--- src/rtl/scfg_pkg.sv ---
package scfg_pkg;

  // Strobes handed from the control path to the datapath each cycle.
  typedef struct packed {
    logic shiftEn;     // take one serial bit
    logic bitIn;       // the synchronized data bit
    logic latchFrame;  // last bit of the frame: park it in the hold register
    logic commit;      // write the parked frame into the register bank
  } scfgStrobe_t;

  // Clear value per register offset.
  function automatic logic [7:0] regDefault(input int idx);
    case (idx)
      0:       return 8'h05;
      1:       return 8'h3F;
      2:       return 8'h44;
      3:       return 8'h23;
      5:       return 8'h04;
      6:       return 8'h30;
      9:       return 8'h80;
      10:      return 8'h1D;
      11:      return 8'h3F;
      15:      return 8'h80;
      default: return 8'h00;
    endcase
  endfunction

  // Implemented-bit mask per register offset.
  function automatic logic [7:0] regMask(input int idx);
    case (idx)
      0, 8, 12, 14: return 8'h07;
      4, 10:        return 8'h1F;
      5, 6:         return 8'h3F;
      default:      return 8'hFF;
    endcase
  endfunction

endpackage

--- src/rtl/scfg_ctrl.sv ---
module scfg_ctrl
  import scfg_pkg::*;
#(
  parameter int SYNC_STAGES  = 2,
  parameter int FRAME_BITS   = 16,
  parameter int COMMIT_DELAY = 10
) (
  input  logic        clk,
  input  logic        clrN,
  input  logic        sclkIn,
  input  logic        sdatIn,
  input  logic        sctlIn,
  output scfgStrobe_t strobe
);

  localparam int CNT_W  = $clog2(FRAME_BITS);
  // The synchronizer and the edge register account for the remaining cycles.
  localparam int WAIT   = COMMIT_DELAY - SYNC_STAGES - 1;
  localparam int WAIT_W = (WAIT > 1) ? $clog2(WAIT + 1) : 1;

  logic [SYNC_STAGES-1:0] sclkSync, sdatSync, sctlSync;
  logic                   sclkPrev;
  logic [CNT_W-1:0]       bitCnt;
  logic                   pendingQ;
  logic [WAIT_W-1:0]      waitCnt;

  logic sclkLvl, sctlHigh, sclkRise, lastBit;

  // Oversampling synchronizers
  always_ff @(posedge clk or negedge clrN) begin
    if (!clrN) begin
      sclkSync <= '0;
      sdatSync <= '0;
      sctlSync <= '1;
      sclkPrev <= 1'b0;
    end else begin
      sclkSync <= {sclkSync[SYNC_STAGES-2:0], sclkIn};
      sdatSync <= {sdatSync[SYNC_STAGES-2:0], sdatIn};
      sctlSync <= {sctlSync[SYNC_STAGES-2:0], sctlIn};
      sclkPrev <= sclkLvl;
    end
  end

  assign sclkLvl  = sclkSync[SYNC_STAGES-1];
  assign sctlHigh = sctlSync[SYNC_STAGES-1];
  assign sclkRise = sclkLvl & ~sclkPrev;
  assign lastBit  = (bitCnt == CNT_W'(FRAME_BITS - 1));

  always_comb begin
    strobe.shiftEn    = sclkRise & ~sctlHigh;
    strobe.bitIn      = sdatSync[SYNC_STAGES-1];
    strobe.latchFrame = sclkRise & ~sctlHigh & lastBit;
    strobe.commit     = pendingQ & (waitCnt == '0);
  end

  // Bit position within the frame
  always_ff @(posedge clk or negedge clrN) begin
    if (!clrN) begin
      bitCnt <= '0;
    end else if (sctlHigh) begin
      bitCnt <= '0;
    end else if (strobe.shiftEn) begin
      bitCnt <= lastBit ? '0 : bitCnt + 1'b1;
    end
  end

  // Fixed-latency countdown from the last bit to the register write
  always_ff @(posedge clk or negedge clrN) begin
    if (!clrN) begin
      pendingQ <= 1'b0;
      waitCnt  <= '0;
    end else if (strobe.latchFrame) begin
      pendingQ <= 1'b1;
      waitCnt  <= WAIT_W'(WAIT);
    end else if (pendingQ) begin
      if (waitCnt == '0) pendingQ <= 1'b0;
      else               waitCnt  <= waitCnt - 1'b1;
    end
  end


  frame_abort_chk: assert property (@(posedge clk) disable iff (!clrN)
    sctlHigh |=> (bitCnt == '0));


  bit_step_chk: assert property (@(posedge clk) disable iff (!clrN)
    (strobe.shiftEn && !lastBit) |=> (bitCnt == $past(bitCnt) + 1'b1));


  commit_once_chk: assert property (@(posedge clk) disable iff (!clrN)
    strobe.commit |=> !strobe.commit);

endmodule

--- src/rtl/scfg_regs.sv ---
module scfg_regs
  import scfg_pkg::*;
#(
  parameter int ADDR_W    = 8,
  parameter int DATA_W    = 8,
  parameter int NUM_REGS  = 16,
  parameter int ADDR_BASE = 240
) (
  input  logic                         clk,
  input  logic                         clrN,
  input  scfgStrobe_t                  strobe,
  output logic [NUM_REGS*DATA_W-1:0]   regFlat
);

  localparam int FRAME_BITS = ADDR_W + DATA_W;

  logic [FRAME_BITS-2:0] shiftQ;
  logic [FRAME_BITS-1:0] holdQ;
  logic [ADDR_W-1:0]     holdAddr;
  logic [DATA_W-1:0]     holdData;
  logic [DATA_W-1:0]     regQ [NUM_REGS];
  int                    offset;
  logic                  hit;

  // Serial-in shift register and frame hold register
  always_ff @(posedge clk or negedge clrN) begin
    if (!clrN) begin
      shiftQ <= '0;
      holdQ  <= '0;
    end else begin
      if (strobe.shiftEn)    shiftQ <= {shiftQ[FRAME_BITS-3:0], strobe.bitIn};
      if (strobe.latchFrame) holdQ  <= {shiftQ, strobe.bitIn};
    end
  end

  assign holdAddr = holdQ[FRAME_BITS-1 -: ADDR_W];
  assign holdData = holdQ[DATA_W-1:0];

  // Window decode
  always_comb begin
    offset = int'(holdAddr) - ADDR_BASE;
    hit    = (offset >= 0) && (offset < NUM_REGS);
  end

  // Register bank
  for (genvar i = 0; i < NUM_REGS; i++) begin : g_reg
    localparam logic [DATA_W-1:0] DEF  = DATA_W'(regDefault(i));
    localparam logic [DATA_W-1:0] MASK = DATA_W'(regMask(i));

    always_ff @(posedge clk or negedge clrN) begin
      if (!clrN) begin
        regQ[i] <= DEF;
      end else if (strobe.commit && hit && (offset == i)) begin
        regQ[i] <= holdData & MASK;
      end
    end

    assign regFlat[i*DATA_W +: DATA_W] = regQ[i];


    spare_bits_chk: assert property (@(posedge clk) disable iff (!clrN)
      ((regQ[i] & ~MASK) == '0));
  end


  quiet_bank_chk: assert property (@(posedge clk) disable iff (!clrN)
    !strobe.commit |=> $stable(regFlat));


  miss_addr_chk: assert property (@(posedge clk) disable iff (!clrN)
    (strobe.commit && !hit) |=> $stable(regFlat));

endmodule

--- src/rtl/scfg_port.sv ---
module scfg_port
  import scfg_pkg::*;
#(
  parameter int ADDR_W       = 8,
  parameter int DATA_W       = 8,
  parameter int NUM_REGS     = 16,
  parameter int ADDR_BASE    = 240,
  parameter int SYNC_STAGES  = 2,
  parameter int COMMIT_DELAY = 10
) (
  input  logic                       clk,
  input  logic                       clrN,
  input  logic                       sclk,
  input  logic                       sdat,
  input  logic                       sctlN,
  output logic [NUM_REGS*DATA_W-1:0] regFile
);

  localparam int FRAME_BITS = ADDR_W + DATA_W;

  scfgStrobe_t strobe;

  scfg_ctrl #(
    .SYNC_STAGES (SYNC_STAGES),
    .FRAME_BITS  (FRAME_BITS),
    .COMMIT_DELAY(COMMIT_DELAY)
  ) u_ctrl (
    .clk   (clk),
    .clrN  (clrN),
    .sclkIn(sclk),
    .sdatIn(sdat),
    .sctlIn(sctlN),
    .strobe(strobe)
  );

  scfg_regs #(
    .ADDR_W   (ADDR_W),
    .DATA_W   (DATA_W),
    .NUM_REGS (NUM_REGS),
    .ADDR_BASE(ADDR_BASE)
  ) u_regs (
    .clk    (clk),
    .clrN   (clrN),
    .strobe (strobe),
    .regFlat(regFile)
  );

endmodule

--- config.mk ---
export PLATFORM = sky130hd
export DESIGN_NAME = scfg_port
export DESIGN_NICKNAME = d
export VERILOG_FILES = /design/src/rtl/scfg_pkg.sv /design/src/rtl/scfg_ctrl.sv /design/src/rtl/scfg_regs.sv /design/src/rtl/scfg_port.sv
export SDC_FILE = /design/constraint.sdc
export NUM_CORES = 1
export LEC_CHECK = 0
export ABC_AREA = 1
export BUFFER_PORTS_ARGS = -buffer_cell sky130_fd_sc_hd__buf_2
export CELL_PAD_IN_SITES_DETAIL_PLACEMENT = 0
export CELL_PAD_IN_SITES_GLOBAL_PLACEMENT = 1
export CORE_MARGIN = 3
export CORE_UTILIZATION = 41
export CTS_CLUSTER_SIZE = 28
export DETAILED_ROUTE_END_ITERATION = 6
export GPL_ROUTABILITY_DRIVEN = 0
export HOLD_SLACK_MARGIN = 0.05
export PLACE_DENSITY_LB_ADDON = 0.1
export SYNTH_ARGS = -nofsm -noshare
export SYNTH_HDL_FRONTEND = slang
export SYNTH_SLANG_ARGS = --single-unit
export TNS_END_PERCENT = 20
--- constraint.sdc ---
create_clock -name clk -period 3.3 [get_ports clk]
set_clock_uncertainty 0.2 [all_clocks]
set_input_delay 0 -clock clk [delete_from_list [all_inputs] [get_ports clk]]
set_output_delay 0 -clock clk [all_outputs]
set_load 0.01 [all_outputs]
==> metrics.md, run 1 <==
| Metric | Value |
|---|---|
| Fin. max-slew vios | `0` |
| Clk sinks | `~140` |
| Status | `completed` |
| Setup_tns | `0 ns` |
| Core area | `14800 um2` |
| DRT Pass-1 Iters | `4` |
| Total power | `0.00378 W` |
| Yosys warnings | `0` |
| CTS max path bufs | `2` |
| DR vias | `4779` |
| HP Class | `primary input to async pin` |
| Largest net degree at the start of global routing | `93` |
| Post-synthesis sequential element count | `about 140` |
| Worst-Margin Slew | `between 0.9 and 1 ns` |
| GRT Overall Usage | `a little under a fifth` |
| Most frequent cells in the layout | `nand2_1, dfrtp_1, buf_2` |
| Placed Instances | `between 900 and 1000` |
| Critical path endpoint category | `register` |
| Worst-path clk slew | `0.06 ns` |
| Yosys cell types | `31` |
| Mean area per synthesized cell | `9.07 um2` |
| Total Wirelength | `roughly 15 mm` |
| Wire per inst | `between 15 and 20 um` |
| Slowest stage cell, crit path | `dfrtp_1` |
| Die height | `about 130 um` |
| Final net count | `between 800 and 900` |
| Critical path arrival | `~3.0 ns` |
| Design Area, Final | `7510 um2` |
| CP max FO | `9` |
| Reg2Reg Depth | `13` |
| # diodes | `0` |
| Synth area leader | `dfrtp_1` |
| CTS Buf Count | `17` |
| Share of layout cells above drive strength 1 | `between 20 and 25%` |
| Cell Count, Final, Fillers Out | `1000` |
| Setup crit end | `u_regs.regFlat[26]` |
| Detail Placement HPWL | `10.1 mm` |
| Sequential-to-total area share from yosys stat | `57.8%` |
| VDD IR max | `0.000341 V` |
| H-tree levels | `4` |
| Fmax | `0.346 GHz` |
| Die ar. | `16900 um2` |
| Latest clock arrival within the worst-skew pair | `0.42 ns` |
| Clk root buf | `clkbuf_16` |
| Residual DRC | `0` |
| Routed vias/inst | `4.78` |
| Final core utilization | `50.7%` |
| DRT iter0 DRCs | `245` |
| Worst path bufs/invs | `1` |
| Vias in the first global route | `4434` |
| Die W | `around 130 um` |
| Crit Path Class | `register to register` |
| Syn Inst Count | `a little under 700` |
| Gr ovfl total | `0` |
| Critical path launch point | `u_regs.holdQ[12]` |
| Reg-to-Reg End | `u_regs.regFlat[26]` |
| Initial antenna violation count | `0` |
| Max Cap Viol | `0` |
| Setup violations, final | `0` |
| Starting Density | `42.6%` |
| First-pass GRT wire length | `~24 mm` |
| Critical Path Start Type | `register` |
| FF-to-FF setup slack | `around 0.41 ns` |
| Ports | `approximately 130` |
| RSZ-0062 raised after global routing | `false` |
| Placed Instance Area | `6860 um2` |
| # port buffers | `102` |
| Hold Vio Cnt, Final | `0` |
| Most frequent CP cell | `nand2_1` |
| Routed Antenna Nets | `0` |
| PD cells | `503 nW/um2` |
| Largest cells by area after synthesis | `dfrtp_1, nand2_1, dfstp_2` |
| Main synth FF type | `dfrtp_1` |
| Static Leak | `approximately 4.3 nW` |
| Number of cells on the critical path | `13` |
| Post-synth top area share | `a little under half` |
| CTS tree | `done` |
| CP cell instances | `ha_1 > nand2_2 > nor2_4 > inv_1 > nor4_1 > ha_1 > nand2_1 > nor2_1 > nand2_4 > nor2_2 > nand2_2 > nand2_1 > nand2_1` |
| Syn Std Cell Area | `6300 um2` |
| Fin crit period | `2.89 ns` |
| Number of synthesized flops with an enable pin | `0` |
| Slew Limit Headroom | `between 30% and 40%` |
| Crit path max-delay family | `simple AND/OR/NAND/NOR gates` |
| Commonest non-fill, non-tap cell in the layout | `nand2_1` |
| Row count | `44` |
| RR Startpoint | `u_regs.holdQ[12]` |
| Area Growth Syn to Fin | `19.2%` |
| CP peak stage delay | `approximately 0.41 ns` |
| Period utilisation layout | `87.5%` |
| Worst Path Required | `3.41 ns` |
| Async SR Flop Fraction | `between 90% and 100%` |
## timing repair
item / CTS / global route
buffers inserted: 0 / 0
endpoints found under the hold margin: 92 / 0
hold buffers: 7 / 0
resized for setup: 0 / 0
## state kept, by name, summed over array words and instances (netlist names)
signal	count
u_ctrl.sclkPrev	1
u_ctrl.pendingQ	1
u_regs.shiftQ	15
u_ctrl.bitCnt	4
u_ctrl.sdatSync	2
u_ctrl.sclkSync	2
u_ctrl.sctlSync	2
u_ctrl.waitCnt	3
u_regs.regFlat	98
u_regs.holdQ	16
## power breakdown
group          total (W)  switching [W]  internal (W)
logic          0.0000981      0.0000750     0.0000231
registers        0.00182      0.0000160       0.00180
clock network    0.00186       0.000728       0.00113
## how the worst min path moves through the flow
stage,start,endpoint,slack [ns],depth (start not counted)
after floorplan,clrN,u_ctrl.bitCnt[0],-0.50,0
after global placement,sctlN,u_ctrl.sctlSync[0],-0.09,1
after detailed placement,sclk,u_ctrl.sclkSync[0],-0.09,1
after CTS,clrN,u_regs.regFlat[76],0.06,2
after global routing,clrN,u_regs.regFlat[126],0.08,2
final,clrN,u_regs.regFlat[76],0.02,2
## cell type report
type	instances	area, um2
clock inverter	10	82.6
fill	1430	7300
sequential	144	3640
multi-input combinational	487	2270
timing repair buffer	119	662
tap	184	230
clock buffer	22	495
inverter	34	128
## cell usage after synthesis, types with 2 or more instances
cell type and n:
nand2_1 273, dfrtp_1 114, nand3_1 98, inv_1 34, buf_4 33, dfstp_2 30, o21ai_0 30, clkbuf_1 16
nor2_1 11, nor2_4 7, nand2_2 6, ha_1 5, nand2_4 5, nor2_2 5, nor2_8 5, buf_1 4
buf_2 4, o22ai_1 2
## per-layer routing
metal	wire length (um)	track usage (%)
met5	0	0
met4	204	6.23
met3	730	4.05
met2	7210	28.5
met1	6950	25.9
## stage by stage
step	hold slack, ns	worst slack, ns
floorplan	-0.496	0.887
global placement	-0.0918	0.463
detailed placement	-0.0899	0.389
CTS	0.0596	0.373
global route	0.0812	0.0842
finish	0.0224	0.412
## logic make-up after synthesis
group,synth area share (%)
xor gates and xnor gates,0.278
and+or+nand+nor,29.9
AOI/OAI and AO/OA,2.98
buffers and inverters,7.88
muxes,0.159
DFF,57.8
other,0.0595
adders and majority gates,0.993
No activity file was read; power rests on OpenSTA's default activity.
==> run 2, diff against run 1 <==
- CORE_MARGIN: 3 -> unset
==> run 2 against run 1 <==
- routed wire length fell by 2.3%
- clock power rose by 12%
- count of clock-buffer cells in the layout fell by 2
- largest cell class unchanged
==> metrics.md, run 2 (synthesis gave the netlist of run 1 again) <==
| Metric | Value |
|---|---|
| Cell Count, Final, Fillers Out | `997 (-0.30%)` |
| Critical path launch point | `u_regs.holdQ[12]` |
| Total Wirelength | `14.7 mm (-2.3%)` |
| Wire per inst | `14.8 um (-2.0%)` |
| Worst-Margin Slew | `0.999 ns (+0.0959 ns)` |
| Worst path bufs/invs | `2 (+1)` |
| Hold buffers post-CTS | `9 (+2)` |
| Most frequent CP cell | `nand2_1` |
| Gr ovfl total | `0 (unchanged)` |
| Hold Vio Cnt, Final | `0 (unchanged)` |
| Largest register FFs | `98 (unchanged)` |
| Final net count | `810 (-0.37%)` |
| Min-delay src | `u_ctrl.sdatSync[0]` |
| Post-place setup slack | `0.475 ns (+0.0859 ns)` |
| Initial antenna violation count | `0 (unchanged)` |
| Routed vias/inst | `4.78 (about the same)` |
| HP Class | `register to register` |
| Setup violations, final | `0 (unchanged)` |
| Share of layout cells above drive strength 1 | `24.4% (-0.40 points)` |
| Row count | `44 (unchanged)` |
| Critical Path Start Type | `register` |
| Hold Path Cell Cnt | `0` |
| Die height | `126 um (-3.1%)` |
| Largest net degree at the start of global routing | `79 (-15%)` |
| Placed Instances | `956 (-0.52%)` |
| Max Cap Viol | `0 (unchanged)` |
| Ports | `133 (unchanged)` |
| CP peak stage delay | `0.40 ns (about the same)` |
| Post-CTS setup buffers | `0 (unchanged)` |
| Commonest non-fill, non-tap cell in the layout | `nand2_1` |
| CTS Buf Count | `17 (unchanged)` |
| # port buffers | `102 (unchanged)` |
| PostCTS Resize Cnt | `0 (unchanged)` |
| Hold_ws | `0.152 ns (+0.130 ns)` |
| Core area | `14800 um2 (-0.37%)` |
| Worst-path clk slew | `0.06 ns (about the same)` |
| CTS max path bufs | `2 (unchanged)` |
| PnR worst setup slack | `0.484 ns (+0.0720 ns)` |
| Die W | `126 um (-3.1%)` |
| Clk sinks | `144 (unchanged)` |
| Worst Path Required | `3.41 ns (about the same)` |
| VDD IR max | `0.000330 V (-3.2%)` |
| Routed Antenna Nets | `0 (unchanged)` |
| DRT iter0 DRCs | `355 (+45%)` |
| Fin crit period | `2.82 ns (-0.0720 ns)` |
| Fmax | `0.355 GHz (+2.6%)` |
| Starting Density | `42.7% (+0.16 points)` |
| Latest clock arrival within the worst-skew pair | `0.42 ns (about the same)` |
| Total power | `0.00399 W (+5.8%)` |
| Crit path max-delay family | `simple AND/OR/NAND/NOR gates` |
| # diodes | `0 (unchanged)` |
| RR Startpoint | `u_regs.holdQ[12]` |
| Number of cells on the critical path | `14 (+1)` |
| Critical path endpoint category | `register` |
| CP max FO | `10 (+1)` |
| DRT Pass-1 Iters | `5 (+1)` |
| Static Leak | `4.27 nW (about the same)` |
| Status | `completed` |
| CTS tree | `done` |
| Area Growth Syn to Fin | `20.4%` |
| Vias in the first global route | `4580 (+3.3%)` |
| H-tree levels | `4 (unchanged)` |
| Critical path arrival | `2.93 ns (-0.07 ns)` |
| Most frequent cells in the layout | `nand2_1, dfrtp_1, buf_2` |
| Detail Placement HPWL | `9.55 mm (-5.5%)` |
| GRT Overall Usage | `19.7% (+1.2 points)` |
| Clk root buf | `clkbuf_16` |
| Slew Limit Headroom | `33.2% (-6.6 points)` |
| RSZ-0062 raised after global routing | `false` |
| Crit Path Class | `register to register` |
| Period utilisation layout | `85.3% (-2.2 points)` |
| First-pass GRT wire length | `23.9 mm (-0.29%)` |
| DR vias | `4765 (-0.29%)` |
| Reg2Reg Depth | `14 (+1)` |
| Die ar. | `15900 um2 (-6.1%)` |
| Residual DRC | `0 (unchanged)` |
| Setup_tns | `0 ns (unchanged)` |
| CP cell instances | `ha_1 > nand2_2 > nor2_4 > inv_1 > nor4_1 > ha_1 > nand2_1 > nor2_1 > nand2_4 > buf_4 > nor2_4 > nand2_2 > nand2_1 > nand2_1` |
| Slowest stage cell, crit path | `dfrtp_1` |
| Fin. max-slew vios | `0 (unchanged)` |
| PD cells | `526 nW/um2 (+4.7%)` |
## run 2: worst paths after layout
check | to | slack (ns)
min reg2reg | u_ctrl.sdatSync[1] | 0.15
max reg2reg | u_regs.regFlat[81] | 0.48
min in group asynchronous | u_regs.regFlat[61] | 0.49
max in group asynchronous | u_regs.regFlat[72] | 0.86
max | u_regs.regFlat[81] | 0.48
min | u_ctrl.sdatSync[1] | 0.15
## run 2: layout make-up
type                            instances  area [um2]
Fill cell                            1387        7170
Inverter                               34         128
Clock buffer                           20         467
Sequential cell                       144        3640
Tap cell                              184         230
Clock inverter                         12         180
Timing Repair Buffer                  116         669
Multi-Input combinational cell        487        2270
## run 2: per-layer routing
layer  wire [um]  vias to the layer above  GRT usage, %
li1            -                     2358             -
met1        7040                     2281          27.0
met2        6890                      111          30.9
met3         632                       15          3.95
met4         185                        0          7.23
met5           0                        -             0
## run 2: stage by stage
step | util [%] | cell area [um2]
final | 51.4 | 7590
after detailed placement | 46.4 | 6850
after floorplan | - | 6410
after CTS | 51.4 | 7590
after global placement | 46.4 | 6850
after global routing | 51.4 | 7590
## run 2: worst reg2reg max path, cell delays in order (launching register included)
cell	delay [ns]
dfrtp_1	0.40
ha_1	0.18
nand2_2	0.10
nor2_4	0.15
inv_1	0.05
nor4_1	0.24
ha_1	0.19
nand2_1	0.05
nor2_1	0.22
nand2_4	0.20
buf_4	0.28
nor2_4	0.19
nand2_2	0.11
nand2_1	0.09
nand2_1	0.05
## run 2: report_power, final
part           total [W]  internal (W)  switching [W]
Combinational  0.0000999     0.0000247      0.0000752
Sequential       0.00182       0.00180      0.0000166
Clock            0.00208       0.00133       0.000751
